**src/rtl/alp_pkg.sv**
```systemverilog
package alp_pkg;

   typedef enum logic [1:0] {
      PWR_ACTIVE  = 2'b00,
      PWR_LOWPWR  = 2'b01,
      PWR_STANDBY = 2'b10
   } pwr_t;

endpackage

```
**src/rtl/alp_edge_detect.sv**
```systemverilog
module alp_edge_detect #(
   parameter int ADDR_W = 20
) (
   input  logic              clk,
   input  logic              rst_n,
   input  logic              chip_sel_n,
   input  logic              rd_en_n,
   input  logic [ADDR_W-1:0] addr,
   output logic              addr_chg,
   output logic              ctl_start
);

   logic              primed;
   logic              sel_q;
   logic              rd_q;
   logic [ADDR_W-1:0] addr_q;

   always_ff @(posedge clk or negedge rst_n) begin
      if (!rst_n) begin
         primed <= 1'b0;
         sel_q  <= 1'b1;
         rd_q   <= 1'b1;
         addr_q <= '0;
      end else begin
         primed <= 1'b1;
         sel_q  <= chip_sel_n;
         rd_q   <= rd_en_n;
         addr_q <= addr;
      end
   end

   // events are meaningful only once one real sample is held
   assign addr_chg  = primed && (addr != addr_q);
   assign ctl_start = primed && ((sel_q && !chip_sel_n) || (rd_q && !rd_en_n));

endmodule

```
**src/rtl/alp_access_timer.sv**
```systemverilog
module alp_access_timer #(
   parameter int ACC_CYC = 4
) (
   input  logic clk,
   input  logic rst_n,
   input  logic reading,
   input  logic restart,
   output logic acc_done
);

   localparam int CNT_W = (ACC_CYC < 2) ? 1 : $clog2(ACC_CYC + 1);
   localparam logic [CNT_W-1:0] ACC_MAX = CNT_W'(ACC_CYC);
   localparam logic [CNT_W-1:0] ONE     = CNT_W'(1);

   generate
      if (ACC_CYC == 1) begin : g_single
         // one selected edge already completes the access
         assign acc_done = reading;
      end else begin : g_count
         logic [CNT_W-1:0] cnt;
         logic [CNT_W-1:0] cnt_nx;

         always_comb begin
            if (!reading)
               cnt_nx = '0;
            else if (restart)
               cnt_nx = ONE;
            else if (cnt == ACC_MAX)
               cnt_nx = ACC_MAX;
            else
               cnt_nx = cnt + ONE;
         end

         always_ff @(posedge clk or negedge rst_n) begin
            if (!rst_n)
               cnt <= '0;
            else
               cnt <= cnt_nx;
         end

         assign acc_done = reading && (cnt_nx == ACC_MAX);

         assert_cnt_bound_R3: assert property (@(posedge clk) disable iff (!rst_n)
            cnt <= ACC_MAX);
         assert_cnt_clear_R7: assert property (@(posedge clk) disable iff (!rst_n)
            !reading |=> cnt == '0);
      end
   endgenerate

endmodule

```
**src/rtl/alp_power_fsm.sv**
```systemverilog
module alp_power_fsm
   import alp_pkg::*;
(
   input  logic clk,
   input  logic rst_n,
   input  logic chip_sel_n,
   input  logic wake,
   input  logic addr_chg,
   input  logic acc_done,
   output pwr_t state
);

   pwr_t state_nx;
   logic hold_off;
   logic hold_off_nx;

   always_comb begin
      if (chip_sel_n)
         state_nx = PWR_STANDBY;
      else if (wake)
         state_nx = PWR_ACTIVE;
      else if (state == PWR_LOWPWR)
         state_nx = PWR_LOWPWR;
      else if (acc_done && !hold_off)
         state_nx = PWR_LOWPWR;
      else
         state_nx = PWR_ACTIVE;
   end

   // power-up hold lifts on the first address move or deselect
   assign hold_off_nx = hold_off && !chip_sel_n && !addr_chg;

   always_ff @(posedge clk or negedge rst_n) begin
      if (!rst_n) begin
         state    <= PWR_STANDBY;
         hold_off <= 1'b1;
      end else begin
         state    <= state_nx;
         hold_off <= hold_off_nx;
      end
   end

   assert_deselect_standby_R2: assert property (@(posedge clk) disable iff (!rst_n)
      chip_sel_n |=> state == PWR_STANDBY);
   assert_wake_active_R4: assert property (@(posedge clk) disable iff (!rst_n)
      (state == PWR_LOWPWR && wake && !chip_sel_n) |=> state == PWR_ACTIVE);
   assert_powerup_hold_R5: assert property (@(posedge clk) disable iff (!rst_n)
      (hold_off && !chip_sel_n && !addr_chg) |=> state != PWR_LOWPWR);
   assert_legal_code_R8: assert property (@(posedge clk) disable iff (!rst_n)
      state != 2'b11);

endmodule

```
**src/rtl/alp_read_ctrl.sv**
```systemverilog
module alp_read_ctrl
   import alp_pkg::*;
#(
   parameter int ADDR_W  = 20,
   parameter int ACC_CYC = 4
) (
   input  logic              clk,
   input  logic              rst_n,
   input  logic              chip_sel_n,
   input  logic              rd_en_n,
   input  logic [ADDR_W-1:0] addr,
   output logic              bus_drive,
   output logic [1:0]        pwr_state
);

   generate
      if (ADDR_W < 1) begin : g_bad_addr
         $error("alp_read_ctrl: ADDR_W must be at least 1");
      end
      if (ACC_CYC < 1) begin : g_bad_acc
         $error("alp_read_ctrl: ACC_CYC must be at least 1");
      end
   endgenerate

   logic addr_chg;
   logic ctl_start;
   logic wake;
   logic reading;
   logic acc_done;
   pwr_t state;

   alp_edge_detect #(.ADDR_W(ADDR_W)) u_edge (
      .clk        (clk),
      .rst_n      (rst_n),
      .chip_sel_n (chip_sel_n),
      .rd_en_n    (rd_en_n),
      .addr       (addr),
      .addr_chg   (addr_chg),
      .ctl_start  (ctl_start)
   );

   assign wake    = addr_chg || ctl_start;
   assign reading = !chip_sel_n && !rd_en_n;

   alp_access_timer #(.ACC_CYC(ACC_CYC)) u_timer (
      .clk      (clk),
      .rst_n    (rst_n),
      .reading  (reading),
      .restart  (wake),
      .acc_done (acc_done)
   );

   alp_power_fsm u_fsm (
      .clk        (clk),
      .rst_n      (rst_n),
      .chip_sel_n (chip_sel_n),
      .wake       (wake),
      .addr_chg   (addr_chg),
      .acc_done   (acc_done),
      .state      (state)
   );

   always_ff @(posedge clk or negedge rst_n) begin
      if (!rst_n)
         bus_drive <= 1'b0;
      else
         bus_drive <= reading;
   end

   assign pwr_state = state;

   assert_drive_not_standby_R1: assert property (@(posedge clk) disable iff (!rst_n)
      bus_drive |-> pwr_state != PWR_STANDBY);

endmodule

```
**config.mk**
```make
export PLATFORM = sky130hd
export DESIGN_NAME = alp_read_ctrl
export DESIGN_NICKNAME = d
export VERILOG_FILES = /design/src/rtl/alp_pkg.sv /design/src/rtl/alp_edge_detect.sv /design/src/rtl/alp_access_timer.sv /design/src/rtl/alp_power_fsm.sv /design/src/rtl/alp_read_ctrl.sv
export SDC_FILE = /design/constraint.sdc
export NUM_CORES = 1
export LEC_CHECK = 0
export ABC_AREA = 1
export BUFFER_PORTS_ARGS = -buffer_cell sky130_fd_sc_hd__buf_2
export CAP_MARGIN = 10
export CORE_ASPECT_RATIO = 1.2
export CORE_MARGIN = 2
export CORE_UTILIZATION = 56
export CTS_BUF_LIST = sky130_fd_sc_hd__clkbuf_4 sky130_fd_sc_hd__clkbuf_8 sky130_fd_sc_hd__clkbuf_16
export DETAILED_ROUTE_END_ITERATION = 8
export PLACE_DENSITY = 0.87
export REMOVE_ABC_BUFFERS = 1
export SLEW_MARGIN = 30
export SYNTH_ARGS = -nofsm -noshare
export SYNTH_HDL_FRONTEND = slang
export SYNTH_SLANG_ARGS = --single-unit
export TNS_END_PERCENT = 5
```
**constraint.sdc**
```tcl
create_clock -name clk -period 3.05 [get_ports clk]
set_clock_uncertainty 0.05 [all_clocks]
set_input_delay 0.305 -clock clk [delete_from_list [all_inputs] [get_ports clk]]
set_output_delay 0.305 -clock clk [all_outputs]
set_load 0.02 [all_outputs]
```
==> metrics.json <==
{
  "run_status": {"value": "completed"},
  "initial_core_util": {"value": 57.39, "unit": "%"},
  "critPathMaxStageDelay": {"value": 0.40, "unit": "ns"},
  "clk_latency_worst_skew_pair": {"value": 0.33, "unit": "ns"},
  "max_freq": {"value": 662.9, "unit": "MHz"},
  "cap_violations": {"value": 0},
  "sink_count": {"value": 29},
  "syn_avg_cell_area": {"value": 8.328, "unit": "um^2"},
  "htree_num_levels": {"value": 2},
  "met2_demand_to_capacity_share_in_global_routing": {"value": 36.95, "unit": "%"},
  "post_synth_instance_area": {"value": 0.001282, "unit": "mm^2"},
  "critical-path-top-delay-family": {"value": "simple AND/OR/NAND/NOR gates"},
  "design.die.area": {"value": 0.002690, "unit": "mm^2"},
  "leakagePower": {"value": 0.8708, "unit": "nW"},
  "worstPathCellList": {"value": "nor2_1 -> nor2_1 -> nor2_1 -> nand2_1 -> nor2_2 -> nand3_2 -> nand2_4 -> nand3_1 -> nand2_1 -> nor2_1 -> nor2_1 -> nor2_1"},
  "top_cells_by_area_in_the_synthesized_netlist": {"value": "dfrtp_1 (51%), nand2_1 (11%), nor2_1 (11%)"},
  "placeableCoreArea": {"value": 0.002235, "unit": "mm^2"},
  "design.final.nets": {"value": 213},
  "antenna_found_initial": {"value": 0},
  "grtUsageMet3": {"value": 8.039, "unit": "%"},
  "post_dp_cell_area": {"value": 0.001444, "unit": "mm^2"},
  "ant_nets": {"value": 0},
  "synth_area_leader_cell": {"value": "dfrtp_1"},
  "layout.cell_area.non_filler": {"value": 0.001514, "unit": "mm^2"},
  "power-per-cell-area": {"value": 483.3, "unit": "mW/mm^2"},
  "vdd_drop_max": {"value": 347.2, "unit": "uV"},
  "route.vias.total": {"value": 1011},
  "worst_pin_slew": {"value": 0.6273, "unit": "ns"},
  "postSynth.asyncResetShare": {"value": 100.0, "unit": "%"},
  "synthMostInstantiatedCell": {"value": "nand2_1"},
  "grt_start_max_net_pins": {"value": 30},
  "clock_tree_buffer_depth": {"value": 2},
  "violation_count_after_the_first_detailed_route_iteration": {"value": 9},
  "worst_ep_required_time": {"value": 3.22, "unit": "ns"},
  "cp.arrival": {"value": 1.68, "unit": "ns"},
  "path_buf_inv": {"value": 0},
  "placement.setup.worst_slack": {"value": 1.504, "unit": "ns"},
  "synth_cell_types": {"value": 18},
  "total_routing_usage_gr": {"value": 21.27, "unit": "%"},
  "drc": {"value": 0},
  "wire_per_inst": {"value": 10.42, "unit": "um"},
  "detail_route.vias_per_cell": {"value": 4.616},
  "dpl.cell_count": {"value": 210},
  "post_route_cells_drive_above_1_share": {"value": 22.34, "unit": "%"},
  "p_total": {"value": 0.7316, "unit": "mW"},
  "setup.worst_path.end_class": {"value": "register"},
  "critPathMostFrequentCell": {"value": "nor2_1"},
  "synth-main-ff-cell": {"value": "dfrtp_1"},
  "synth-seq-cells": {"value": 29},
  "area_delta_synth_final": {"value": 18.05, "unit": "%"},
  "first_global_vias": {"value": 1011},
  "holdWs": {"value": 0.05217, "unit": "ns"},
  "clkSlewWorstSetupHoldPaths": {"value": 0.08, "unit": "ns"},
  "rsz0062_at_grt": {"value": "false"},
  "min-delay-path-class": {"value": "input pin to register"},
  "globalRoute.totalOverflow": {"value": 0},
  "hp-start": {"value": "addr[12]"},
  "clock_tree_from_tritoncts": {"value": "done"},
  "routability_driven_placement_congestion_ratio": {"value": 0.7698},
  "ioPinCount": {"value": 27},
  "share_of_the_yosys_chip_area_belonging_to_registers": {"value": 56.88, "unit": "%"},
  "netlist.area_leader.share": {"value": 50.73, "unit": "%"},
  "grt_first_pass_wirelength": {"value": 3912, "unit": "um"},
  "commonest_cells_in_the_synthesized_netlist": {"value": "nand2_1 (39), nor2_1 (37), inv_1 (29)"},
  "port_buffers": {"value": 26},
  "crit-reg2reg-launch": {"value": "u_edge.addr_q[15]"},
  "dp_hpwl": {"value": 1772, "unit": "um"},
  "timing_worst_setup_path_type": {"value": "register to register"},
  "postCtsResizedCells": {"value": 0},
  "die_width": {"value": 47.69, "unit": "um"},
  "setup_viol": {"value": 0},
  "final_critical_path_setup_slack": {"value": 1.542, "unit": "ns"},
  "final_core_util": {"value": 67.75, "unit": "%"},
  "ctsRootBufferMaster": {"value": "clkbuf_4"},
  "cts-buffers-inserted": {"value": 5},
  "totalWireLength": {"value": 2281, "unit": "um"},
  "worstSetupStartpoint": {"value": "u_edge.addr_q[15]"},
  "final_min_period_over_clock_period": {"value": 49.46, "unit": "%"},
  "worst_setup_path_start_kind": {"value": "register"},
  "antenna_diode_instance_count": {"value": 0},
  "critical_path.max_fanout": {"value": 5},
  "slew_viol_final": {"value": 0},
  "die_h": {"value": 56.42, "unit": "um"},
  "synthesis.yosys.warnings": {"value": 0},
  "slew-limit-headroom": {"value": 58.18, "unit": "%"},
  "detail_route.first_pass.iterations": {"value": 4},
  "crit_path_top_delay_cell": {"value": "dfrtp_1"},
  "finalNonFillerCells": {"value": 219},
  "layout_min_cycle_time": {"value": 1.508, "unit": "ns"},
  "setup_tns": {"value": 0, "unit": "ns"},
  "synth_edf_count": {"value": 0},
  "final-hold-violation-count": {"value": 0},
  "globalRoute.busiestLayer": {"value": "met2"},
  "syn_inst": {"value": 154},
  "core.rowCount": {"value": 19},
  "met1_capacity_usage_during_global_routing": {"value": 19.61, "unit": "%"},
  "fill_cells": {"value": 202}
}
==> final timing paths <==
path,to,slack (ns),cells after the start
max,u_fsm.state[0],1.54,12
min,u_edge.addr_q[12],0.05,1
max reg2reg,u_fsm.state[0],1.54,12
min reg2reg,u_fsm.hold_off,0.41,2
max in group asynchronous,u_fsm.state[0],2.02,2
min in group asynchronous,u_edge.addr_q[10],0.52,2
==> placed cells by master (no fill, tap or decap), drive strengths merged, types with 3 or more instances in the layout <==
cell type,n
buf,26
clkbuf,8
dfrtp,26
dfstp,3
inv,29
nand2,40
nand3,3
nor2,39
xnor2,4
==> routing by layer <==
layer  vias up  wire (um)
met5         -          0
met4         0         85
met3         8        105
met2        20       1312
met1       470        779
li1        513          -
==> sequential cells by signal, indices dropped and copies added (netlist names) <==
name	flops
u_edge.sel_q	1
u_fsm.hold_off	1
u_timer.g_count.cnt	3
u_edge.addr_q	20
u_fsm.state	1
u_edge.rd_q	1
bus_drive	1
u_edge.primed	1
==> cells by family after synthesis <==
| family | Yosys count | share of synthesized area [%] |
|---|---|---|
| simple gates | 84 | 27.22 |
| other cells | 1 | 0.2924 |
| flops | 29 | 56.88 |
| fa+ha+maj | 2 | 1.951 |
| buf+inv | 30 | 9.073 |
| compound gates | 3 | 1.170 |
| xor+xnor | 5 | 3.414 |
==> where the power goes <==
part	internal [mW]	leakage (nW)	switching (mW)
combinational	0.0323	0.490	0.0459
sequential	0.402	0.344	0.00916
clock	0.118	0.0368	0.124
==> area by class of cell <==
type	count	area, um^2	area share (%)
Clock buffer	8	60.06	3.967
Inverter	29	108.9	7.190
Multi-Input combinational cell	95	436.7	28.84
Sequential cell	29	729.5	48.18
Tap cell	31	38.79	2.562
Timing Repair Buffer	27	140.1	9.256
==> repair_timing <==
action | 4_1_cts | 5_1_grt
setup buffers | 0 | 0
endpoints found under the setup margin | 0 | 0
hold buffers | 1 | 0
endpoints found under the hold margin | 26 | 0
Power figures use the tool's default switching activity.
